## src/rtl/uart_rx_pkg.sv

```systemverilog
package uart_rx_pkg;

  typedef enum logic [2:0] {
    ST_IDLE,
    ST_START,
    ST_DATA,
    ST_PARITY,
    ST_STOP,
    ST_HOLD
  } rx_state_e;

  localparam int FLAG_FRAME   = 0;
  localparam int FLAG_PARITY  = 1;
  localparam int FLAG_OVERRUN = 2;
  localparam int NUM_FLAGS    = 3;

endpackage

```

## src/rtl/uart_rx_sync.sv

```systemverilog
module uart_rx_sync #(
  parameter int STAGES = 2
) (
  input  logic clk,
  input  logic rst_n,
  input  logic din,
  output logic dout
);

  logic [STAGES-1:0] sync_q;

  generate
    if (STAGES == 1) begin : g_single
      always_ff @(posedge clk or negedge rst_n) begin
        if (!rst_n) sync_q <= '1;
        else        sync_q <= din;
      end
    end else begin : g_chain
      always_ff @(posedge clk or negedge rst_n) begin
        if (!rst_n) sync_q <= '1;
        else        sync_q <= {sync_q[STAGES-2:0], din};
      end
    end
  endgenerate

  assign dout = sync_q[STAGES-1];

endmodule

```

## src/rtl/uart_rx_flags.sv

```systemverilog
module uart_rx_flags #(
  parameter int N = 3
) (
  input  logic         clk,
  input  logic         rst_n,
  input  logic [N-1:0] set,
  input  logic [N-1:0] clr,
  output logic [N-1:0] q
);

  logic [N-1:0] flag_q;
  logic [N-1:0] flag_d;

  generate
    for (genvar i = 0; i < N; i++) begin : g_flag
      // a set in the same cycle as a clear wins
      always_comb flag_d[i] = set[i] | (flag_q[i] & ~clr[i]);

      always_ff @(posedge clk or negedge rst_n) begin
        if (!rst_n) flag_q[i] <= 1'b0;
        else        flag_q[i] <= flag_d[i];
      end
    end
  endgenerate

  assign q = flag_q;

endmodule

```

## src/rtl/uart_rx_core.sv

```systemverilog
module uart_rx_core
  import uart_rx_pkg::*;
#(
  parameter int DATA_BITS = 8,
  parameter int OSR       = 16
) (
  input  logic                 clk,
  input  logic                 rst_n,
  input  logic                 rx_en,
  input  logic                 tick,
  input  logic                 par_en,
  input  logic                 par_odd,
  input  logic                 rxs,
  output logic                 frame_done,
  output logic                 frame_stop_ok,
  output logic                 frame_par_err,
  output logic [DATA_BITS-1:0] frame_data
);

  localparam int CW        = $clog2(OSR);
  localparam int BW        = $clog2(DATA_BITS);
  localparam int FT_NOPAR  = OSR * (DATA_BITS + 2);
  localparam int FT_PAR    = OSR * (DATA_BITS + 3);
  localparam int HW        = $clog2(FT_PAR + 1);
  localparam logic [CW-1:0] MID_CNT  = CW'(OSR / 2 - 1);
  localparam logic [CW-1:0] LAST_CNT = CW'(OSR - 1);
  localparam logic [BW-1:0] LAST_BIT = BW'(DATA_BITS - 1);

  rx_state_e            state_q, state_d;
  logic [CW-1:0]        cnt_q, cnt_d;
  logic [BW-1:0]        bit_q, bit_d;
  logic [DATA_BITS-1:0] sh_q, sh_d;
  logic                 pbit_q, pbit_d;
  logic [HW-1:0]        hold_q, hold_d;
  logic [HW-1:0]        frame_last;
  logic [CW-1:0]        cnt_step;
  logic                 at_last;

  assign frame_last = par_en ? HW'(FT_PAR - 1) : HW'(FT_NOPAR - 1);
  assign at_last    = (cnt_q == LAST_CNT);
  assign cnt_step   = at_last ? '0 : cnt_q + 1'b1;

  always_comb begin
    state_d       = state_q;
    cnt_d         = cnt_q;
    bit_d         = bit_q;
    sh_d          = sh_q;
    pbit_d        = pbit_q;
    hold_d        = hold_q;
    frame_done    = 1'b0;
    frame_stop_ok = 1'b0;
    frame_par_err = 1'b0;
    frame_data    = sh_q;

    if (!rx_en) begin
      state_d = ST_IDLE;
    end else begin
      case (state_q)
        ST_IDLE: begin
          if (tick && !rxs) begin
            state_d = ST_START;
            cnt_d   = '0;
          end
        end
        ST_START: begin
          if (tick) begin
            if (cnt_q == MID_CNT) begin
              cnt_d = '0;
              if (!rxs) begin
                state_d = ST_DATA;
                bit_d   = '0;
              end else begin
                state_d = ST_IDLE;
              end
            end else begin
              cnt_d = cnt_q + 1'b1;
            end
          end
        end
        ST_DATA: begin
          if (tick) begin
            cnt_d = cnt_step;
            if (at_last) begin
              sh_d = {rxs, sh_q[DATA_BITS-1:1]};
              if (bit_q == LAST_BIT) begin
                state_d = par_en ? ST_PARITY : ST_STOP;
              end else begin
                bit_d = bit_q + 1'b1;
              end
            end
          end
        end
        ST_PARITY: begin
          if (tick) begin
            cnt_d = cnt_step;
            if (at_last) begin
              pbit_d  = rxs;
              state_d = ST_STOP;
            end
          end
        end
        ST_STOP: begin
          if (tick) begin
            cnt_d = cnt_step;
            if (at_last) begin
              frame_done    = 1'b1;
              frame_stop_ok = rxs;
              frame_par_err = par_en & ((^sh_q ^ pbit_q) != par_odd);
              if (rxs) begin
                state_d = ST_IDLE;
              end else begin
                state_d = ST_HOLD;
                hold_d  = '0;
              end
            end
          end
        end
        ST_HOLD: begin
          // line held low after a bad stop bit: count whole break frames
          if (rxs) begin
            state_d = ST_IDLE;
          end else if (tick) begin
            if (hold_q == frame_last) begin
              hold_d        = '0;
              frame_done    = 1'b1;
              frame_stop_ok = 1'b0;
              frame_par_err = par_en & par_odd;
              frame_data    = '0;
            end else begin
              hold_d = hold_q + 1'b1;
            end
          end
        end
        default: state_d = ST_IDLE;
      endcase
    end
  end

  always_ff @(posedge clk or negedge rst_n) begin
    if (!rst_n) begin
      state_q <= ST_IDLE;
      cnt_q   <= '0;
      bit_q   <= '0;
      sh_q    <= '0;
      pbit_q  <= 1'b0;
      hold_q  <= '0;
    end else begin
      state_q <= state_d;
      cnt_q   <= cnt_d;
      bit_q   <= bit_d;
      sh_q    <= sh_d;
      pbit_q  <= pbit_d;
      hold_q  <= hold_d;
    end
  end

endmodule

```

## src/rtl/uart_rx_brk.sv

```systemverilog
module uart_rx_brk
  import uart_rx_pkg::*;
#(
  parameter int DATA_BITS   = 8,
  parameter int OSR         = 16,
  parameter int SYNC_STAGES = 2
) (
  input  logic                 clk,
  input  logic                 rst_n,
  input  logic                 rx_en,
  input  logic                 baud_tick,
  input  logic                 par_en,
  input  logic                 par_odd,
  input  logic                 rxd,
  input  logic                 data_ack,
  input  logic [NUM_FLAGS-1:0] err_clr,
  output logic                 data_valid,
  output logic [DATA_BITS-1:0] data_out,
  output logic [NUM_FLAGS-1:0] err_flags,
  output logic                 line_level
);

  logic                 rxs;
  logic                 done;
  logic                 stop_ok;
  logic                 par_err;
  logic [DATA_BITS-1:0] fdata;
  logic                 load;
  logic                 dv_q, dv_d;
  logic [DATA_BITS-1:0] data_q;
  logic [NUM_FLAGS-1:0] flag_set;

  uart_rx_sync #(.STAGES(SYNC_STAGES)) u_sync (
    .clk   (clk),
    .rst_n (rst_n),
    .din   (rxd),
    .dout  (rxs)
  );

  uart_rx_core #(.DATA_BITS(DATA_BITS), .OSR(OSR)) u_core (
    .clk           (clk),
    .rst_n         (rst_n),
    .rx_en         (rx_en),
    .tick          (baud_tick),
    .par_en        (par_en),
    .par_odd       (par_odd),
    .rxs           (rxs),
    .frame_done    (done),
    .frame_stop_ok (stop_ok),
    .frame_par_err (par_err),
    .frame_data    (fdata)
  );

  assign load = done & stop_ok & ~dv_q;
  assign dv_d = load | (dv_q & ~data_ack);

  always_comb begin
    flag_set               = '0;
    flag_set[FLAG_FRAME]   = done & ~stop_ok;
    flag_set[FLAG_PARITY]  = done & par_err;
    flag_set[FLAG_OVERRUN] = done & stop_ok & dv_q;
  end

  always_ff @(posedge clk or negedge rst_n) begin
    if (!rst_n) dv_q <= 1'b0;
    else        dv_q <= dv_d;
  end

  always_ff @(posedge clk or negedge rst_n) begin
    if (!rst_n)    data_q <= '0;
    else if (load) data_q <= fdata;
  end

  uart_rx_flags #(.N(NUM_FLAGS)) u_flags (
    .clk   (clk),
    .rst_n (rst_n),
    .set   (flag_set),
    .clr   (err_clr),
    .q     (err_flags)
  );

  assign data_valid = dv_q;
  assign data_out   = data_q;
  assign line_level = rxs;

endmodule

```

## config.mk

```make
export PLATFORM = sky130hd
export DESIGN_NAME = uart_rx_brk
export DESIGN_NICKNAME = d
export VERILOG_FILES = /design/src/rtl/uart_rx_pkg.sv /design/src/rtl/uart_rx_sync.sv /design/src/rtl/uart_rx_flags.sv /design/src/rtl/uart_rx_core.sv /design/src/rtl/uart_rx_brk.sv
export SDC_FILE = /design/constraint.sdc
export NUM_CORES = 1
export LEC_CHECK = 0
export CORE_MARGIN = 1.5
export CORE_UTILIZATION = 50
export DETAILED_ROUTE_END_ITERATION = 10
export MAX_ROUTING_LAYER = met4
export PLACE_DENSITY = 0.75
export SLEW_MARGIN = 20
export SYNTH_ARGS = -nofsm -noshare
export SYNTH_HDL_FRONTEND = slang
export SYNTH_HIERARCHICAL = 1
export SYNTH_SLANG_ARGS = --single-unit
```

## constraint.sdc

```tcl
create_clock -name clk -period 5.25 [get_ports clk]
set_input_delay 1.05 -clock clk [delete_from_list [all_inputs] [get_ports clk]]
set_output_delay 1.05 -clock clk [all_outputs]
set_load 0.005 [all_outputs]
```

Word-level counts from Yosys, hierarchy flattened
Index checks and enable logic that the tools add are counted.

word-level totals
  register bits = 41
  word-level logic and storage cells = 145

operators by class
  add/sub/neg operators = 3
  equality and inequality tests = 34
  mux-type cells = 60
  bitwise operators = 22
  reduce and logical (&&, ||, !) cells = 14

operator list
  cell                   count
  $mux W8                11
  $mux W3                20
  $mux W4                5
  $ne A3 B2 Y1 const B   6
  $pmux W3 S6            1
  $mux W1                16
  $ne A2 B2 Y1 const B   8
  $pmux W8 S2            1
  $ne A3 B3 Y1 const B   5
  $pmux W4 S3            1
  $and A1 B1 Y1          11
  $reduce_and A11 Y1     1
  $ne A2 B1 Y1 const B   5
  $eq A3 B3 Y1 const B   3
  $add A8 B1 Y8 const B  1
  $eq A8 B8 Y1           1
  $reduce_and A4 Y1      2
  $reduce_and A8 Y1      1
  $reduce_xor A8 Y1      1
  $reduce_and A7 Y1      1
  $eq A3 B2 Y1 const B   2
  $mux W6                1
  $not A1 Y1             6
  $pmux W3 S2            1
  17 further kinds       22

Longest topological paths before layout
  word-level depth = 10
  gate-level depth with buffers = 8
  depth with buffers taken out = 7

By module
The synthesis kept the hierarchy.

by module, submodules not included
  module         instances  cells an instance  area an instance (µm²)
  uart_rx_core   1          188                1811.7
  uart_rx_brk    1          23                 362.8
  uart_rx_flags  1          9                  108.9
  uart_rx_sync   1          2                  52.6

Worst setup path after synthesis
Ideal clock, no wire load.

  path kind = in2reg
  start point = input par_en
  end point = register data_q[0], in the netlist data_out[0]
  setup time = 0.125 ns
  arrival = 2.801 ns
  required time = 5.125 ns
  slack = 2.325 ns
  cell stages on the path = 8
  path buffers = 2
  cells stage by stage = buf_4 -> nor3b_4 -> o2111ai_4 -> or4_4 -> buf_6 -> nand2_1 -> nand3b_4 -> mux2_2

between the ends
  cells in the longest elaborated chain, start to end = 9

ends and longest elaborated chain
  what                        RTL line             text
  start: declaration          uart_rx_brk.sv:12    input logic par_en,
  $mux W6                     uart_rx_core.sv:39   assign frame_last = par_en ? HW'(FT_PAR - 1) : HW'(FT_NOPAR - 1);
  $eq A8 B8 Y1                uart_rx_core.sv:123  if (hold_q == frame_last) begin
  $mux W1                     uart_rx_core.sv:123
  $mux W1                     uart_rx_core.sv:122  end else if (tick) begin
  $mux W1                     uart_rx_core.sv:120  if (rxs) begin
  $pmux W1 S2                 uart_rx_core.sv:58   case (state_q)
  $mux W1                     uart_rx_core.sv:55   if (!rx_en) begin
  via done                    uart_rx_brk.sv:24    logic done;
  $and A1 B1 Y1 (2 in a row)  uart_rx_brk.sv:54    assign load = done & stop_ok & ~dv_q;
  end signal: assignment      uart_rx_brk.sv:71    else if (load) data_q <= fdata;
  end: declaration            uart_rx_brk.sv:30    logic [DATA_BITS-1:0] data_q;

The timed path passes the listed nets, and every way through them passes these cells.
A chain may end at the register's enable or synchronous reset.

Final worst setup path
  start point = input par_en
  end point = register data_q[3], in the netlist data_out[3]

Same word-level chain as after synthesis.

==> results.md <==
* Status: finished clean
* Measured slew at the worst slew-check pin at 0.900 ns
* Unrepaired setup endpoints after global routing: false
* HP Start: u_sync/sync_q[0]
* Post-Syn Area at about 2300 um^2
* Portion of netlist area occupied by mux cells at about 10%
* #FFs+latches synth at 41
* First DRT Iteration DRCs at around 100
* I/O Buffers at 23
* Post-CTS Setup Bufs at 0
* Mapped Cells at around 220
* Largest net degree at the start of global routing at 42
* CTS tree: built
* GPL Wtd Cong at slightly below 0.9
* CTS H-tree lvls at 2
* Post-cts gate resize count at 0
* Avg WL per Cell at roughly 15 um
* Synth Area in XOR/XNOR at 3.21%
* CP bufs+invs at 1
* Max Slew Vio Count at 0
* Final period util at 62.8%
* Tot Pwr at just over 0.0006 W
* Die area at about 5100 um^2
* Post-synth cell types at 56
* Worst path arrival time at 3.47 ns
* Final-report hold violation count at 0
* Post-Place Worst Slack at 1.68 ns
* Max_slew headroom at about two fifths
* Design Area, Final at 2660 um^2
* Number of global-route vias before repair at 1616
* Final setup fails at 0
* Worst path max stage delay at roughly 0.7 ns
* Antenna diodes at 0
* Gr usage total at between 10% and 20%
* Starting Density at ~53%
* Critical Path RT at between 5 and 6 ns
* Mapped Avg Cell Area at 10.5 um^2
* Final setup margin at between 1.5 and 2 ns
* R2R Path Start: u_core/hold_q[0]
* Worst Skew at between 0.002 and 0.003 ns
* Top Metal Used: met4
* GR Overflow Total at 0
* Rows at 24
* DR vias/cell at 5.78
* Net Count, Synth at around 240
* Post-Synth Adder-Cell Area at around 2.1%
* Share of layout cells above drive strength 1 at 19.4%
* IO Count at 24
* Worst path slowest cell: clkdlybuf4s50_1
* Main flop type after synthesis: dfrtp_1
* Drt total wl at 4330 um
* Metal-1 WL at between 2000 and 2500 um
* ANT nets after route at 0
* Lkg Pwr at approximately 1.2 nW
* Metal2 WL at just under 2000 um
* CP Cell Sequence: clkdlybuf4s50_1, and3b_1, o2111ai_4, or4_4, nand2_1, nand3b_4, mux2_2
* Largest family of logic cells by synthesized area: simple AND/OR/NAND/NOR gates
* Worst Hold Class: reg2reg
* Seq/Total Area, Yosys at about 44%
* Max_cap viols at 0
* Hold-fix buffers at CTS at 0
* Nets at 256
* Clock sink count at 41
* CP Class: in2reg
* DRC at 0
* Area grow syn2layout at 13.8%
* First-pass GRT wire length at about 7500 um
* Core area at 4410 um^2
* Post-Synth Simple-Gate Area at a little over a fifth
* CP top delay family: simple AND/OR/NAND/NOR gates
* Setup_tns at 0 ns
* Critical path endpoint category: flop
* Root Buffer: clkbuf_8
* Die H at between 70 and 80 um
* Critical path origin: par_en
* Clk buf depth at 2
* Pwr Density at about 230 nW/um^2
* CTS Buf Count at 5
* FMAX at around 300 MHz
* Initial antenna violation count at 0
* Critical path startpoint category: primary input
* Vias at 1699
* Crit path max fanout at 10
* DPL Wire Length at 3080 um
* Post-synth EDFFs at 0
* Clock slew at reported path FFs at about 0.080 ns
* Ys async rst share at 100%
* Maximum VDD drop at between 0.2 and 0.25 mV
* Synth Area in Compound Gates at 13.6%
* Post-layout min period at between 3 and 4 ns
* Skew-Pair Late Insertion Delay at ~0.29 ns
* Drt pass-1 iters at 5
* Placed cell area at roughly 2600 um^2
* Die span in x at around 71 um
* Warnings, synthesis at 6
* Hold_ws at ~0.36 ns
* Routed length on met3 at approximately 150 um
area by class of cell:
type                            count  area (um^2)
Multi-Input combinational cell    155         1180
Timing Repair Buffer               23          225
Inverter                           15         56.3
Fill cell                         355         1760
Sequential cell                    41         1030
Tap cell                           52         65.1
Clock inverter                      1         5.00
Clock buffer                        7         96.3
power breakdown:
group / leakage (nW) / switching, W / internal [W]
Sequential: 0.533 / 0.0000159 / 0.000324
Combinational: 0.651 / 0.0000308 / 0.0000256
Clock: 0.0542 / 0.000104 / 0.000119
cell usage after synthesis, drive strengths merged (2+ instances only):
cell type / count / area share (%)
dfrtp: 39 / 42
nand3b: 6 / 2.5
nor3: 4 / 1.1
o22ai: 5 / 1.3
clkbuf: 3 / 0.54
or3: 2 / 0.54
nor4b: 2 / 0.75
o21ai: 10 / 2.1
dfstp: 2 / 2.2
a21oi: 3 / 0.64
xnor2: 6 / 2.2
a22o: 2 / 0.75
a31oi: 7 / 1.9
ha: 4 / 2.1
nand2: 16 / 2.6
mux2i: 3 / 1.3
buf: 8 / 2.5
nor2: 7 / 1.1
and2: 11 / 3.8
nor3b: 2 / 1.1
and3: 2 / 0.59
inv: 15 / 2.4
or2: 2 / 0.54
nor2b: 3 / 0.80
mux2: 18 / 8.7
a21o: 4 / 1.3
nand2b: 4 / 1.1
nand3: 9 / 1.9
nand4: 4 / 1.1
through the flow:
| stage | util, % | instances |
|---|---|---|
| floorplan | - | 222 |
| global placement | 57.9 | 286 |
| detailed placement | 57.9 | 286 |
| CTS | 60.2 | 294 |
| global route | 60.2 | 294 |
| finish | 60.2 | 294 |
cells in the final DEF (no fill, tap or decap), types with 5 or more instances in the layout:
master,synthesis,layout
o21ai_0,10,10
a31oi_1,7,7
o22ai_1,5,5
clkdlybuf4s50_1,0,22
inv_1,15,15
nand2_1,16,16
dfrtp_1,39,39
mux2_2,18,18
clkbuf_8,0,7
nor2_1,7,7
xnor2_1,6,6
nand3_1,9,9
and2_4,8,8
nand3b_1,5,5
final timing paths:
check | end | cells past startpoint | slack, ns
setup / recovery | data_out[3] | 7 | 1.95
hold / removal | u_sync/sync_q[1] | 0 | 0.36
setup reg to reg | data_out[3] | 7 | 2.75
hold reg to reg | u_sync/sync_q[1] | 0 | 0.36
max in group asynchronous | u_core/sh_q[7] | 1 | 3.80
min in group asynchronous | u_core/hold_q[0] | 1 | 0.88
kinds of logic (layout without fill, tap and decap cells):
group           after synthesis  in the layout
mux                          21             21
fa+ha+maj                     4              4
simple gates                 80             80
flops                        41             41
buf+inv                      26             46
compound gates               43             43
xor+xnor                      7              7
sequential cells by signal, indices dropped and copies added, names as in the netlist:
signal and count:
u_flags/q 3, u_core/hold_q 8, data_out 8, u_core/cnt_q 4, u_core/state_q 3, u_sync/sync_q 2
u_core/bit_q 3, u_core/sh_q 8, u_core/pbit_q 1, data_valid 1
metal layers:
layer | vias to the layer above | GRT usage [%]
met3 | 4 | 3.80
met2 | 34 | 26.6
met1 | 822 | 27.4
met4 | 0 | 7.76
li1 | 839 | -
met5 | - | -
Note: power is estimated with default switching activity, not from simulation.
